[config.mk]
export PLATFORM = sky130hd
export DESIGN_NAME = xlat_walk_top
export DESIGN_NICKNAME = d
export VERILOG_FILES = /design/src/rtl/xlat_pkg.sv /design/src/rtl/xlat_l1_dec.sv /design/src/rtl/xlat_l2_dec.sv /design/src/rtl/xlat_walk_top.sv
export SDC_FILE = /design/constraint.sdc
export NUM_CORES = 1
export LEC_CHECK = 0
export BUFFER_PORTS_ARGS = -buffer_cell sky130_fd_sc_hd__buf_2
export CORE_MARGIN = 4
export CORE_UTILIZATION = 29
export DETAILED_ROUTE_END_ITERATION = 12
export GPL_TIMING_DRIVEN = 0
export PLACE_DENSITY = 0.57
export SKIP_LAST_GASP = 1
export SYNTH_ARGS = -nofsm -noshare
export SYNTH_HDL_FRONTEND = slang
export SYNTH_SLANG_ARGS = --single-unit
export TNS_END_PERCENT = 50
[constraint.sdc]
create_clock -name clk -period 4.65 [get_ports clk]
set_input_delay 0.6975 -clock clk [delete_from_list [all_inputs] [get_ports clk]]
set_output_delay 0.6975 -clock clk [all_outputs]
set_load 0.01 [all_outputs]
[src/rtl/xlat_pkg.sv]
package xlat_pkg;
   typedef enum logic [2:0] {
      ST_IDLE,
      ST_L1_REQ,
      ST_L1_WAIT,
      ST_L2_REQ,
      ST_L2_WAIT,
      ST_RESP
   } walk_st_e;

   // First-level descriptor kinds, encoded in descriptor bits [1:0]
   typedef enum logic [1:0] {
      L1_FAULT   = 2'b00,
      L1_COARSE  = 2'b01,
      L1_SECTION = 2'b10,
      L1_FINE    = 2'b11
   } l1_kind_e;

   // Second-level descriptor kinds, encoded in descriptor bits [1:0]
   typedef enum logic [1:0] {
      L2_FAULT = 2'b00,
      L2_LARGE = 2'b01,
      L2_SMALL = 2'b10,
      L2_TINY  = 2'b11
   } l2_kind_e;

   localparam int REGION_SHIFT = 20;
   localparam int LARGE_SHIFT  = 16;
   localparam int SMALL_SHIFT  = 12;
   localparam int TINY_SHIFT   = 10;
endpackage

[src/rtl/xlat_l1_dec.sv]
module xlat_l1_dec
   import xlat_pkg::*;
#(
   parameter int VA_W   = 24,
   parameter int DESC_W = 32
)(
   input  logic [DESC_W-1:0] desc,
   input  logic [VA_W-1:0]   va,
   output l1_kind_e          kind,
   output logic [DESC_W-1:0] region_pa,
   output logic [DESC_W-1:0] next_addr
);
   always_comb begin
      kind      = l1_kind_e'(desc[1:0]);
      region_pa = {desc[DESC_W-1:REGION_SHIFT], va[REGION_SHIFT-1:0]};
      unique case (kind)
         L1_COARSE: next_addr = {desc[DESC_W-1:TINY_SHIFT],  va[REGION_SHIFT-1:SMALL_SHIFT], 2'b00};
         L1_FINE:   next_addr = {desc[DESC_W-1:SMALL_SHIFT], va[REGION_SHIFT-1:TINY_SHIFT],  2'b00};
         default:   next_addr = '0;
      endcase
   end
endmodule

[src/rtl/xlat_l2_dec.sv]
module xlat_l2_dec
   import xlat_pkg::*;
#(
   parameter int VA_W   = 24,
   parameter int DESC_W = 32
)(
   input  logic [DESC_W-1:0] desc,
   input  logic [VA_W-1:0]   va,
   input  logic              fine_tbl,
   output logic              fault,
   output logic [DESC_W-1:0] page_pa
);
   l2_kind_e kind;

   always_comb begin
      kind    = l2_kind_e'(desc[1:0]);
      fault   = 1'b0;
      page_pa = '0;
      unique case (kind)
         L2_LARGE: page_pa = {desc[DESC_W-1:LARGE_SHIFT], va[LARGE_SHIFT-1:0]};
         L2_SMALL: page_pa = {desc[DESC_W-1:SMALL_SHIFT], va[SMALL_SHIFT-1:0]};
         L2_TINY: begin
            if (fine_tbl) page_pa = {desc[DESC_W-1:TINY_SHIFT], va[TINY_SHIFT-1:0]};
            else          fault   = 1'b1;
         end
         default:  fault = 1'b1;
      endcase
   end
endmodule

[src/rtl/xlat_walk_top.sv]
module xlat_walk_top
   import xlat_pkg::*;
#(
   parameter int          VA_W       = 24,
   parameter int          PA_W       = 32,
   parameter int          DESC_W     = 32,
   parameter bit          BYPASS_EN  = 1'b1,
   parameter logic [31:0] BYPASS_END = 32'h0002_8000
)(
   input  logic              clk,
   input  logic              rst_n,
   input  logic [PA_W-1:0]   tbl_base,
   input  logic              req_valid,
   output logic              req_ready,
   input  logic [VA_W-1:0]   req_va,
   output logic              mem_req_valid,
   input  logic              mem_req_ready,
   output logic [PA_W-1:0]   mem_req_addr,
   input  logic              mem_rsp_valid,
   input  logic [DESC_W-1:0] mem_rsp_data,
   input  logic              mem_rsp_err,
   output logic              rsp_valid,
   input  logic              rsp_ready,
   output logic [PA_W-1:0]   rsp_pa,
   output logic              rsp_fault,
   output logic [1:0]        rsp_fault_lvl,
   output logic [VA_W-1:0]   rsp_fault_va
);
   localparam int IDX_W = VA_W - REGION_SHIFT;
   localparam int PAD_W = PA_W - VA_W;
   localparam int OFS_W = PA_W - IDX_W - 2;

   if (PA_W != 32 || DESC_W != 32) begin : g_bad_width
      $error("xlat_walk_top: descriptor and physical width must be 32");
   end
   if (IDX_W < 1 || PAD_W < 1) begin : g_bad_va
      $error("xlat_walk_top: VA_W must lie between 21 and PA_W-1");
   end

   walk_st_e          st_q;
   logic [VA_W-1:0]   va_q;
   logic [PA_W-1:0]   addr_q;
   logic              fine_q;
   logic [PA_W-1:0]   pa_q;
   logic              fault_q;
   logic [1:0]        lvl_q;
   logic              in_win;

   // Internal-memory window: chosen at elaboration
   if (BYPASS_EN) begin : g_win
      assign in_win = ({{(32-VA_W){1'b0}}, req_va} < BYPASS_END);
   end else begin : g_no_win
      assign in_win = 1'b0;
   end

   l1_kind_e          l1_kind;
   logic [PA_W-1:0]   l1_region_pa;
   logic [PA_W-1:0]   l1_next;
   logic              l2_fault;
   logic [PA_W-1:0]   l2_pa;

   xlat_l1_dec #(.VA_W(VA_W), .DESC_W(DESC_W)) u_l1 (
      .desc      (mem_rsp_data),
      .va        (va_q),
      .kind      (l1_kind),
      .region_pa (l1_region_pa),
      .next_addr (l1_next)
   );

   xlat_l2_dec #(.VA_W(VA_W), .DESC_W(DESC_W)) u_l2 (
      .desc     (mem_rsp_data),
      .va       (va_q),
      .fine_tbl (fine_q),
      .fault    (l2_fault),
      .page_pa  (l2_pa)
   );

   always_ff @(posedge clk or negedge rst_n) begin
      if (!rst_n) begin
         st_q    <= ST_IDLE;
         va_q    <= '0;
         addr_q  <= '0;
         fine_q  <= 1'b0;
         pa_q    <= '0;
         fault_q <= 1'b0;
         lvl_q   <= 2'd0;
      end else begin
         unique case (st_q)
            ST_IDLE: if (req_valid) begin
               va_q <= req_va;
               if (in_win) begin
                  pa_q    <= {{PAD_W{1'b0}}, req_va};
                  fault_q <= 1'b0;
                  lvl_q   <= 2'd0;
                  st_q    <= ST_RESP;
               end else begin
                  addr_q <= tbl_base + {{OFS_W{1'b0}}, req_va[VA_W-1:REGION_SHIFT], 2'b00};
                  st_q   <= ST_L1_REQ;
               end
            end
            ST_L1_REQ: if (mem_req_ready) st_q <= ST_L1_WAIT;
            ST_L1_WAIT: if (mem_rsp_valid) begin
               if (mem_rsp_err || l1_kind == L1_FAULT) begin
                  pa_q    <= '0;
                  fault_q <= 1'b1;
                  lvl_q   <= 2'd1;
                  st_q    <= ST_RESP;
               end else if (l1_kind == L1_SECTION) begin
                  pa_q    <= l1_region_pa;
                  fault_q <= 1'b0;
                  lvl_q   <= 2'd0;
                  st_q    <= ST_RESP;
               end else begin
                  addr_q <= l1_next;
                  fine_q <= (l1_kind == L1_FINE);
                  st_q   <= ST_L2_REQ;
               end
            end
            ST_L2_REQ: if (mem_req_ready) st_q <= ST_L2_WAIT;
            ST_L2_WAIT: if (mem_rsp_valid) begin
               fault_q <= mem_rsp_err || l2_fault;
               lvl_q   <= (mem_rsp_err || l2_fault) ? 2'd2 : 2'd0;
               pa_q    <= (mem_rsp_err || l2_fault) ? '0 : l2_pa;
               st_q    <= ST_RESP;
            end
            ST_RESP: if (rsp_ready) st_q <= ST_IDLE;
            default: st_q <= ST_IDLE;
         endcase
      end
   end

   assign req_ready     = (st_q == ST_IDLE);
   assign mem_req_valid = (st_q == ST_L1_REQ) || (st_q == ST_L2_REQ);
   assign mem_req_addr  = addr_q;
   assign rsp_valid     = (st_q == ST_RESP);
   assign rsp_pa        = pa_q;
   assign rsp_fault     = fault_q;
   assign rsp_fault_lvl = lvl_q;
   assign rsp_fault_va  = va_q;


   mem_hold_chk: assert property (@(posedge clk) disable iff (!rst_n)
      mem_req_valid && !mem_req_ready |=> mem_req_valid && $stable(mem_req_addr));

   one_walk_chk: assert property (@(posedge clk) disable iff (!rst_n)
      req_valid && req_ready |=> !req_ready);

   rsp_hold_chk: assert property (@(posedge clk) disable iff (!rst_n)
      rsp_valid && !rsp_ready |=> rsp_valid && $stable(rsp_pa) && $stable(rsp_fault)
                                  && $stable(rsp_fault_lvl));

   fault_lvl_chk: assert property (@(posedge clk) disable iff (!rst_n)
      rsp_valid |-> (rsp_fault ? (rsp_fault_lvl == 2'd1 || rsp_fault_lvl == 2'd2)
                               : (rsp_fault_lvl == 2'd0)));

   bypass_chk: assert property (@(posedge clk) disable iff (!rst_n)
      req_valid && req_ready && in_win |=> rsp_valid && !rsp_fault && !mem_req_valid
                                          && rsp_pa == {{PAD_W{1'b0}}, $past(req_va)});
endmodule

==> results_dict.tcl, run 1 <==
set metrics [dict create \
    grt_pass1_wl_um 28900 \
    synth_area_per_cell_um2 10.0 \
    min_period_ns 2.75 \
    ff_latch_area_um2 2380 \
    path_class "input port to register" \
    drc 0 \
    ys_seq_elements 95 \
    clock_sinks 95 \
    multiInputGateArea_um2 2710 \
    slew_headroom_pct 45.6 \
    path_cells "buf_2, inv_1, ha_1, nor2_1, nand3_1, o211ai_1, nor3b_4, buf_4, a221o_1" \
    antenna_found_initial 3 \
    fillerInstances 1873 \
    io_pins 189 \
    crit_arrival_ns 3.04 \
    wirelength_um 19300 \
    powerDensity_nw_per_um2 605 \
    worstSetupEndpointType "register" \
    synth_seq_area_share_pct 44.9 \
    ant_nets 0 \
    power_uw 4110 \
    synth_cell_types 68 \
    clkSlewWorstSetupHoldPaths_ns 0.07 \
    cts-hold-fix-buffers 0 \
    cts_tree "done" \
    cts_buffer_depth 2 \
    drt_iter0_markers 348 \
    synthFlopType "dfrtp_1" \
    synth_area_um2 5300 \
    first_pass_iters 6 \
    tns_ns 0 \
    syn-num-nets 632 \
    post_drt_via_cell_ratio 5.38 \
    slew_viol_final 0 \
    setup_viol 0 \
    area_growth_pct 28.4 \
    rsz0062_at_grt "false" \
    post_cts_buffers 0 \
    cpMaxStageDelayCell "nor3b_4" \
    min_period_over_period_pct 59.2 \
    grt_usage_pct 18.5 \
    startpoint_type "input port" \
    drive_gt1_share_pct 34.4 \
    vias 5126 \
    design_area_um2 6800 \
    cts-buffers-inserted 9 \
    fp.dieW_um 143 \
    grt_overflow 0 \
    core_um2 18000 \
    vdd_drop_max_mv 0.236 \
    dieArea_um2 20500 \
    crit_fanout 10 \
    clock_latency_ns 0.35 \
    layout_commonest_cell "buf_2" \
    finalHoldViolations 0 \
    ys_warn_count 0 \
    final_cell_mix "189 x buf_2, 95 x dfrtp_1, 45 x nand2_1" \
    fin_nets 823 \
    std_cell_rows 49 \
    fmax_mhz 363 \
    synth_cells 527 \
    synth_edf_count 0 \
    die_y_um 143 \
    grt_max_degree 50 \
    avgRoutedWirePerCell_um 20.2 \
    clk_root_buffer_cell "clkbuf_16" \
    maxCapViolations 0 \
    required_ns 4.93 \
    dp.final_hpwl_um 15000 \
    p_leak_uw 0.00313 \
    htree_levels 3 \
    critPathMaxStageDelay_ns 0.41 \
    tightest_slew_ns 0.815 \
    grt_pass1_vias 4882 \
    fin_worst_skew_ns 0.0121 \
    io_buffers 179 \
    status "finished, final reports clean" \
    place_area_um2 6510 \
    initial_core_util_pct 29.5 \
    async_flop_share_pct 100 \
    worstHoldPathType "input port to async pin" \
    gp_congestion 0.905 \
    cts-resized-gates 0 \
]
[per-layer routing]
metal	track usage (%)	share of wire, %	routed length (µm)	up-vias
li1	-	-	-	2401
met1	26.0	45	8680	2475
met2	29.5	47	9020	212
met3	2.85	5.9	1140	34
met4	5.90	2.3	442	4
met5	0	0.11	21	-
[registers in the layout (all words and copies together) (netlist names)]
signal / cells
mem_req_addr: 32
rsp_fault_va: 24
rsp_fault_lvl: 2
rsp_fault: 1
fine_q: 1
rsp_pa: 32
st_q: 3
[critical path, delay by kind of cell]
kind | cells | cell delay, ns
simple gates | 3 | 1.00
compound gates | 2 | 0.41
fa+ha+maj | 1 | 0.30
buf+inv | 3 | 0.63
[synth_stat cells (7+ instances only)]
library cell  count  share of area (%)
nor3_1           18                1.7
a21oi_1          25                2.4
o21ai_1          16                1.5
o21ai_0          32                3.0
clkbuf_1         19                1.3
dfrtp_1          95                 45
a22oi_1           9                1.3
ha_1              9                2.1
a221o_1          19                3.6
xnor2_1           9                1.5
a22o_1           15                2.5
nor4_1            7               0.83
a31oi_1           9                1.1
buf_2            11                1.0
mux2_2           27                5.7
nand3_1          12                1.1
nor2_1           25                1.8
and4_1            7                1.2
nand2_1          45                3.2
[where the power goes]
group,switching (µW),internal (µW)
logic,1080,808
clock network,328,430
registers,271,1200
[cell families after synthesis]
logic type | Yosys count | share of synthesized area, %
DFF | 95 | 44.9
adders and majority gates | 10 | 2.50
and+or+nand+nor | 159 | 16.7
buffers and inverters | 45 | 4.02
AOI/OAI and AO/OA | 172 | 22.7
muxes | 33 | 6.99
xor gates and xnor gates | 13 | 2.15
[through the flow]
stage                     hold slack, ns  worst slack [ns]  std cells  util [%]
final                              0.389              1.90        953      37.9
after global routing               0.431              1.69        953      37.9
after CTS                          0.407              1.89        952      37.8
after detailed placement           0.461              1.52        936      36.2
after global placement             0.456              1.49        935      36.1
after floorplan                    0.402              2.16        527         -
[area by class of cell]
class                   count  area share, %
multi-input cells         387           39.8
flip-flops and latches     95           35.0
repair buffers            180           13.6
well taps                 229           4.21
clock buffers              12           3.62
plain buffers              39           2.80
clock inverters             4          0.662
inverters                   6          0.331
diodes                      1         0.0368
[path summary, 6_finish.rpt]
kind / start / end / slack (ns) / cells after the start
setup / recovery: mem_rsp_data[0] / rsp_pa[3] / 1.90 / 9
hold / removal: rst_n / mem_req_addr[14] / 0.39 / 1
setup reg to reg: st_q[1] / mem_req_addr[10] / 2.05 / 8
hold reg to reg: mem_req_addr[11] / mem_req_addr[11] / 0.48 / 2
max in group asynchronous: rst_n / rsp_pa[12] / 3.56 / 2
min in group clk: mem_req_addr[11] / mem_req_addr[11] / 0.48 / 2
(Power assumes the default switching activity.)
==> run 2, diff against run 1 <==
Settings changed: ABC_AREA set to 1, PLACE_DENSITY 0.57 to 0.56.
Clock period 4.65 ns to 2.6 ns, I/O delays scaled along.
==> run 2 against run 1 <==
Effect of this change: the run now ends with hold timing left; count of clock-buffer cells in the layout down 3; clock power up 72%; combinational power up 120%; flip-flop and latch count unchanged; non-clock buffer count down 1; worst setup slack worse by 1.7 ns; critical endpoint is now mem_req_addr[18]; largest cell class unchanged.
==> results_dict.tcl, run 2 <==
set metrics [dict create \
    status "finished, violations left" \
    violations "hold timing" \
    antenna_found_initial 3 \
    required_ns 2.85 \
    std_cell_rows 53 \
    ys_seq_elements 95 \
    cts-buffers-inserted 9 \
    synth_area_per_cell_um2 6.76 \
    synth_area_um2 6160 \
    drive_gt1_share_pct 22.1 \
    cts_tree "done" \
    grt_overflow 0 \
    clkSlewWorstSetupHoldPaths_ns 0.07 \
    slew_headroom_pct 57.3 \
    tns_ns 0 \
    io_buffers 180 \
    grt_usage_pct 19.5 \
    grt_pass1_wl_um 36500 \
    crit_top_cell "buf_2" \
    clock_sinks 95 \
    vias 6723 \
    final_cell_count_no_fill 1386 \
    io_pins 189 \
    grt_use_met1_pct 27.7 \
    maxCapViolations 0 \
    fin_nets 1207 \
    crit_fanout 10 \
    rsz0062_at_grt "false" \
    gp_congestion 0.915 \
    clk_root_buffer_cell "clkbuf_16" \
    synth.most_common_cell "nand2_1" \
    initial_core_util_pct 29.4 \
    yosys.area.top_type "dfrtp_1" \
    dp.final_hpwl_um 18800 \
    finalHoldViolations 9 \
    startpoint_type "input port" \
    power_uw 8060 \
    htree_levels 3 \
    p_clk_share_pct 16.1 \
    grtUsageMet3_pct 3.26 \
    powerDensity_nw_per_um2 1040 \
    worstHoldPathType "input port to async pin" \
    area_growth_pct 25.5 \
    critPathMaxStageDelay_ns 0.30 \
    met2_usage_pct 30.1 \
    min_period_over_period_pct 91.5 \
    async_flop_share_pct 100 \
    syn-num-nets 1016 \
    drc 0 \
    vdd_drop_max_mv 0.328 \
    synth_commonest_cells "326 x nand2_1, 114 x nor2_1, 95 x dfrtp_1" \
    ff2ff_setup_slack_ns 0.57 \
    post_drt_via_cell_ratio 4.85 \
    synth_cell_types 36 \
    tightest_slew_ns 0.634 \
    fin_worst_skew_ns 0.0105 \
    worstSetupEndpointType "register" \
    busiest_layer "met2" \
    min_period_ns 2.38 \
    avgRoutedWirePerCell_um 16.7 \
    slew_viol_final 0 \
    synth_edf_count 0 \
    synth_top_cell_area_share_pct 38.6 \
    final_cell_mix "326 x nand2_1, 191 x buf_2, 113 x nor2_1" \
    setup_viol 0 \
    die_y_um 154 \
    cp.buffers_inverters 6 \
    core_um2 21000 \
    synth_cells 911 \
    fmax_mhz 420 \
    grt_max_degree 62 \
    wirelength_um 23200 \
    cpMaxStageDelayCell "buf_2" \
    cts_buffer_depth 2 \
    synthFlopType "dfrtp_1" \
    synthTopCellsByArea "dfrtp_1 39%, nand2_1 20%, nand3_1 7.2%" \
    grt_pass1_vias 6457 \
    power_switching_share_pct 47.0 \
    seqPwrFrac_pct 32.9 \
    layout_commonest_cell "nand2_1" \
    clock_latency_ns 0.36 \
    comb_power_share_pct 51.0 \
    placed_cells 1367 \
    path_class "input port to register" \
    dieArea_um2 23600 \
    first_pass_iters 5 \
    ant_nets 0 \
    fp.dieW_um 154 \
    fin_hold_ws_ns -0.0113 \
    ys_warn_count 0 \
    intPower_uw 4270 \
    switching_power_uw 3790 \
    crit_arrival_ns 2.63 \
    path_cells "buf_2, buf_2, inv_1, ha_1, buf_2, clkinvlp_4, nand3_4, nand2_1, nand4_1, buf_2, nor2_1, a21oi_1" \
    fin_util_pct 36.9 \
    p_leak_uw 0.00413 \
    critical_path.top_delay_family "buffers and inverters" \
    synth_seq_area_share_pct 38.6 \
    drt_iter0_markers 483 \
]
-- run 2: cells by family (layout without fill, tap and decap cells) --
| logic type | after synthesis | after routing | synth area share, % |
|---|---|---|---|
| AOI/OAI and AO/OA | 104 | 104 | 9.57 |
| xor gates and xnor gates | 6 | 6 | 0.853 |
| adders and majority gates | 10 | 10 | 2.15 |
| buffers and inverters | 117 | 313 | 7.97 |
| DFF | 95 | 95 | 38.6 |
| muxes | 10 | 10 | 1.83 |
| other | 0 | 4 | 0 |
| and+or+nand+nor | 569 | 569 | 39.0 |
-- run 2: area by class of cell --
class | instances | area (µm²)
fill | 2353 | 13200
buffer | 37 | 193
clock buffer | 9 | 225
antenna | 4 | 10.0
multi-input combinational | 699 | 3290
clock inverter | 7 | 56.3
inverter | 79 | 300
sequential | 95 | 2380
tap | 275 | 344
timing repair buffer | 181 | 931
-- run 2: worst reg2reg max path: stages, from the launching register on --
cell and delay (ns):
dfrtp_1 0.45, nor2_2 0.19, inv_2 0.05, nor2_2 0.19, inv_1 0.13, o211ai_2 0.44, buf_2 0.36, nand2_1 0.10
nand2_1 0.07
-- run 2: metrics by stage --
step                worst slack (ns)  area, µm²
finish                         0.220       7730
global route                  0.0117       7730
CTS                           0.0832       7710
detailed placement            -0.738       7430
global placement              -0.716       7400
floorplan                      0.253       6160
-- run 2: worst paths after layout --
path	start	end	depth (start not counted)
hold reg to reg	rsp_fault_lvl[1]	rsp_fault_lvl[1]	2
max in group asynchronous	rst_n	rsp_fault_va[12]	2
setup / recovery	mem_rsp_data[0]	mem_req_addr[18]	12
setup reg to reg	st_q[0]	rsp_pa[22]	8
min in group clk	tbl_base[1]	mem_req_addr[1]	3
hold / removal	rst_n	rsp_pa[2]	1
-- run 2: what timing repair did --
item / 4_1_cts / 5_1_grt
endpoints found under the setup margin: 67 / 30
cloned: 0 / 0
setup buffers: 0 / 0
gates resized for setup: 1 / 5
hold buffers: 0 / 0
-- run 2: power by group through the flow --
| stage | logic, µW | registers, µW | clock network [µW] |
|---|---|---|---|
| floorplan | 2220 | 2870 | 0 |
| global placement | 4100 | 2660 | 0 |
| detailed placement | 4150 | 2670 | 0 |
| CTS | 4160 | 2650 | 1330 |
| global route | 4610 | 2740 | 1390 |
| finish | 4110 | 2650 | 1300 |
-- run 2: layer usage --
metal / wire (µm) / vias to the layer above
met5: 0 / -
met4: 626 / 0
met3: 1610 / 34
met2: 10300 / 254
met1: 10600 / 3104
li1: - / 3331
==> run 3, diff against run 2 <==
Settings changed: CORE_UTILIZATION 29 to 35, PLACE_DENSITY 0.56 to 0.64.
==> run 3 against run 2 <==
Effect of this change: the run now ends clean; sequential power about the same; register-to-register slack about the same; final area decreased by 0.76%; flip-flop and latch count unchanged; first-iteration DRC count increased by 15%; utilization increased by 7.5 points; maximum frequency decreased by 1.0%; non-clock buffer count unchanged; critical path depth decreased by 1; power decreased by 0.61%; global-route usage increased by 2.6 points; critical path type unchanged.
==> results_dict.tcl, run 3 (synthesis gave the netlist of run 2 again) <==
set metrics [dict create \
    status "finished, final reports clean" \
    grt_usage_pct 22.1 \
    core_um2 17300 \
    fmax_mhz 416 \
    cts-buffers-inserted 9 \
    wirelength_um 21900 \
    fin_util_pct 44.3 \
    clk_root_buffer_cell "clkbuf_16" \
    rsz0062_at_grt "false" \
    gp_congestion 0.997 \
    r2r_cells 8 \
    worstSetupEndpointType "register" \
    required_ns 2.84 \
    layout_commonest_cell "nand2_1" \
    grt_pass1_vias 6422 \
    p_leak_uw 0.00414 \
    cts_buffer_depth 2 \
    fin_worst_skew_ns 0.0108 \
    vdd_drop_max_mv 0.421 \
    initial_core_util_pct 35.6 \
    first_pass_iters 5 \
    min_period_over_period_pct 92.5 \
    slew_headroom_pct 54.7 \
    grt_use_met1_pct 31.1 \
    startpoint_type "input port" \
    powerDensity_nw_per_um2 1040 \
    tightest_slew_ns 0.680 \
    drive_gt1_share_pct 22.0 \
    setup_viol 0 \
    cts-hold-fix-buffers 0 \
    ant_nets 0 \
    timing.rr.end "mem_req_addr[18]" \
    drc 0 \
    std_cell_rows 48 \
    grt_overflow 0 \
    busiest_layer "met2" \
    clock_sinks 95 \
    maxCapViolations 0 \
    finalHoldViolations 0 \
    grt_pass1_wl_um 34700 \
    cts_tree "done" \
    final_cell_mix "326 x nand2_1, 190 x buf_2, 113 x nor2_1" \
    worstHoldPathType "input port to async pin" \
    dp.final_hpwl_um 17600 \
    ff2ff_setup_slack_ns 0.56 \
    path_class "input port to register" \
    slew_viol_final 0 \
    post_drt_via_cell_ratio 5.07 \
    fin_nets 1207 \
    grt_max_degree 54 \
    crit_arrival_ns 2.64 \
    htree_levels 3 \
    dieArea_um2 19800 \
    clock_latency_ns 0.36 \
    area_growth_pct 24.6 \
    crit_fanout 10 \
    die_y_um 141 \
    io_buffers 180 \
    drt_iter0_markers 555 \
    vias 6764 \
    met2_usage_pct 34.6 \
    grtUsageMet3_pct 3.39 \
    antenna_found_initial 2 \
    r2r-start "st_q[2]" \
    fp.dieW_um 141 \
    clkSlewWorstSetupHoldPaths_ns 0.07 \
    fin_hold_ws_ns 0.0246 \
    tns_ns 0 \
    min_period_ns 2.40 \
    io_pins 189 \
    avgRoutedWirePerCell_um 16.4 \
]
[run 3: cell types whose count changed in the layout (fill, tap and decap cells not counted)]
cell | previous run | this run
buf_2 | 191 | 190
clkbuf_1 | 17 | 18
clkbuf_8 | 0 | 2
clkinvlp_4 | 4 | 2
diode_2 | 4 | 2
inv_6 | 1 | 2
inv_8 | 1 | 0
[run 3: worst max-delay path: stages]
cell and delay (ns):
buf_2 0.22, clkbuf_2 0.30, inv_1 0.12, ha_1 0.27, nor2_2 0.30, nand3_4 0.15, nand2_1 0.11, nand4_1 0.25
buf_2 0.30, nor2_1 0.15, a21oi_1 0.08
[run 3: per-stage QoR]
stage | power (µW) | instance area (µm²) | cells | worst slack [ns]
final | 8010 | 7670 | 1334 | 0.195
after global routing | 8660 | 7670 | 1333 | 0.0759
after global placement | 6670 | 7340 | 1316 | -0.718
after detailed placement | 6740 | 7370 | 1317 | -0.750
after CTS | 8070 | 7660 | 1332 | 0.0988
after floorplan | 5080 | 6160 | 911 | 0.253
[run 3: what timing repair did]
item / 4_1_cts / 5_1_grt
endpoints found under the setup margin: 67 / 1
resized for setup: 2 / 1
endpoints found under the hold margin: 0 / 0
buffers inserted: 0 / 0
[run 3: cell type report]
cell class / count / area [µm²]
fill: 1876 / 9630
multi-input combinational: 699 / 3290
sequential: 95 / 2380
timing repair buffer: 181 / 931
inverter: 79 / 300
tap: 225 / 282
clock buffer: 11 / 253
buffer: 37 / 191
clock inverter: 5 / 38.8
antenna: 2 / 5.00
[run 3: routing by layer]
metal	wire [µm]	vias to the layer above
met2	9820	275
met5	14	-
met4	608	2
met3	1560	38
met1	9890	3123
li1	-	3326
[run 3: how the worst max path moves through the flow]
stage / end / startpoint / cells after the start / slack (ns)
floorplan: mem_req_addr[10] / mem_rsp_data[0] / 11 / 0.25
global placement: mem_req_addr[18] / mem_rsp_data[0] / 12 / -0.72
detailed placement: mem_req_addr[18] / mem_rsp_data[0] / 12 / -0.75
CTS: mem_req_addr[18] / mem_rsp_data[0] / 12 / 0.1
global route: mem_req_addr[12] / mem_rsp_data[0] / 12 / 0.08
finish: mem_req_addr[18] / mem_rsp_data[0] / 11 / 0.20
[run 3: power by group]
| group | leakage, µW | switching (µW) | internal, µW |
|---|---|---|---|
| clock network | 0.000143 | 608 | 709 |
| logic | 0.00284 | 2580 | 1460 |
| registers | 0.00116 | 506 | 2150 |
| total | 0.00414 | 3700 | 4320 |
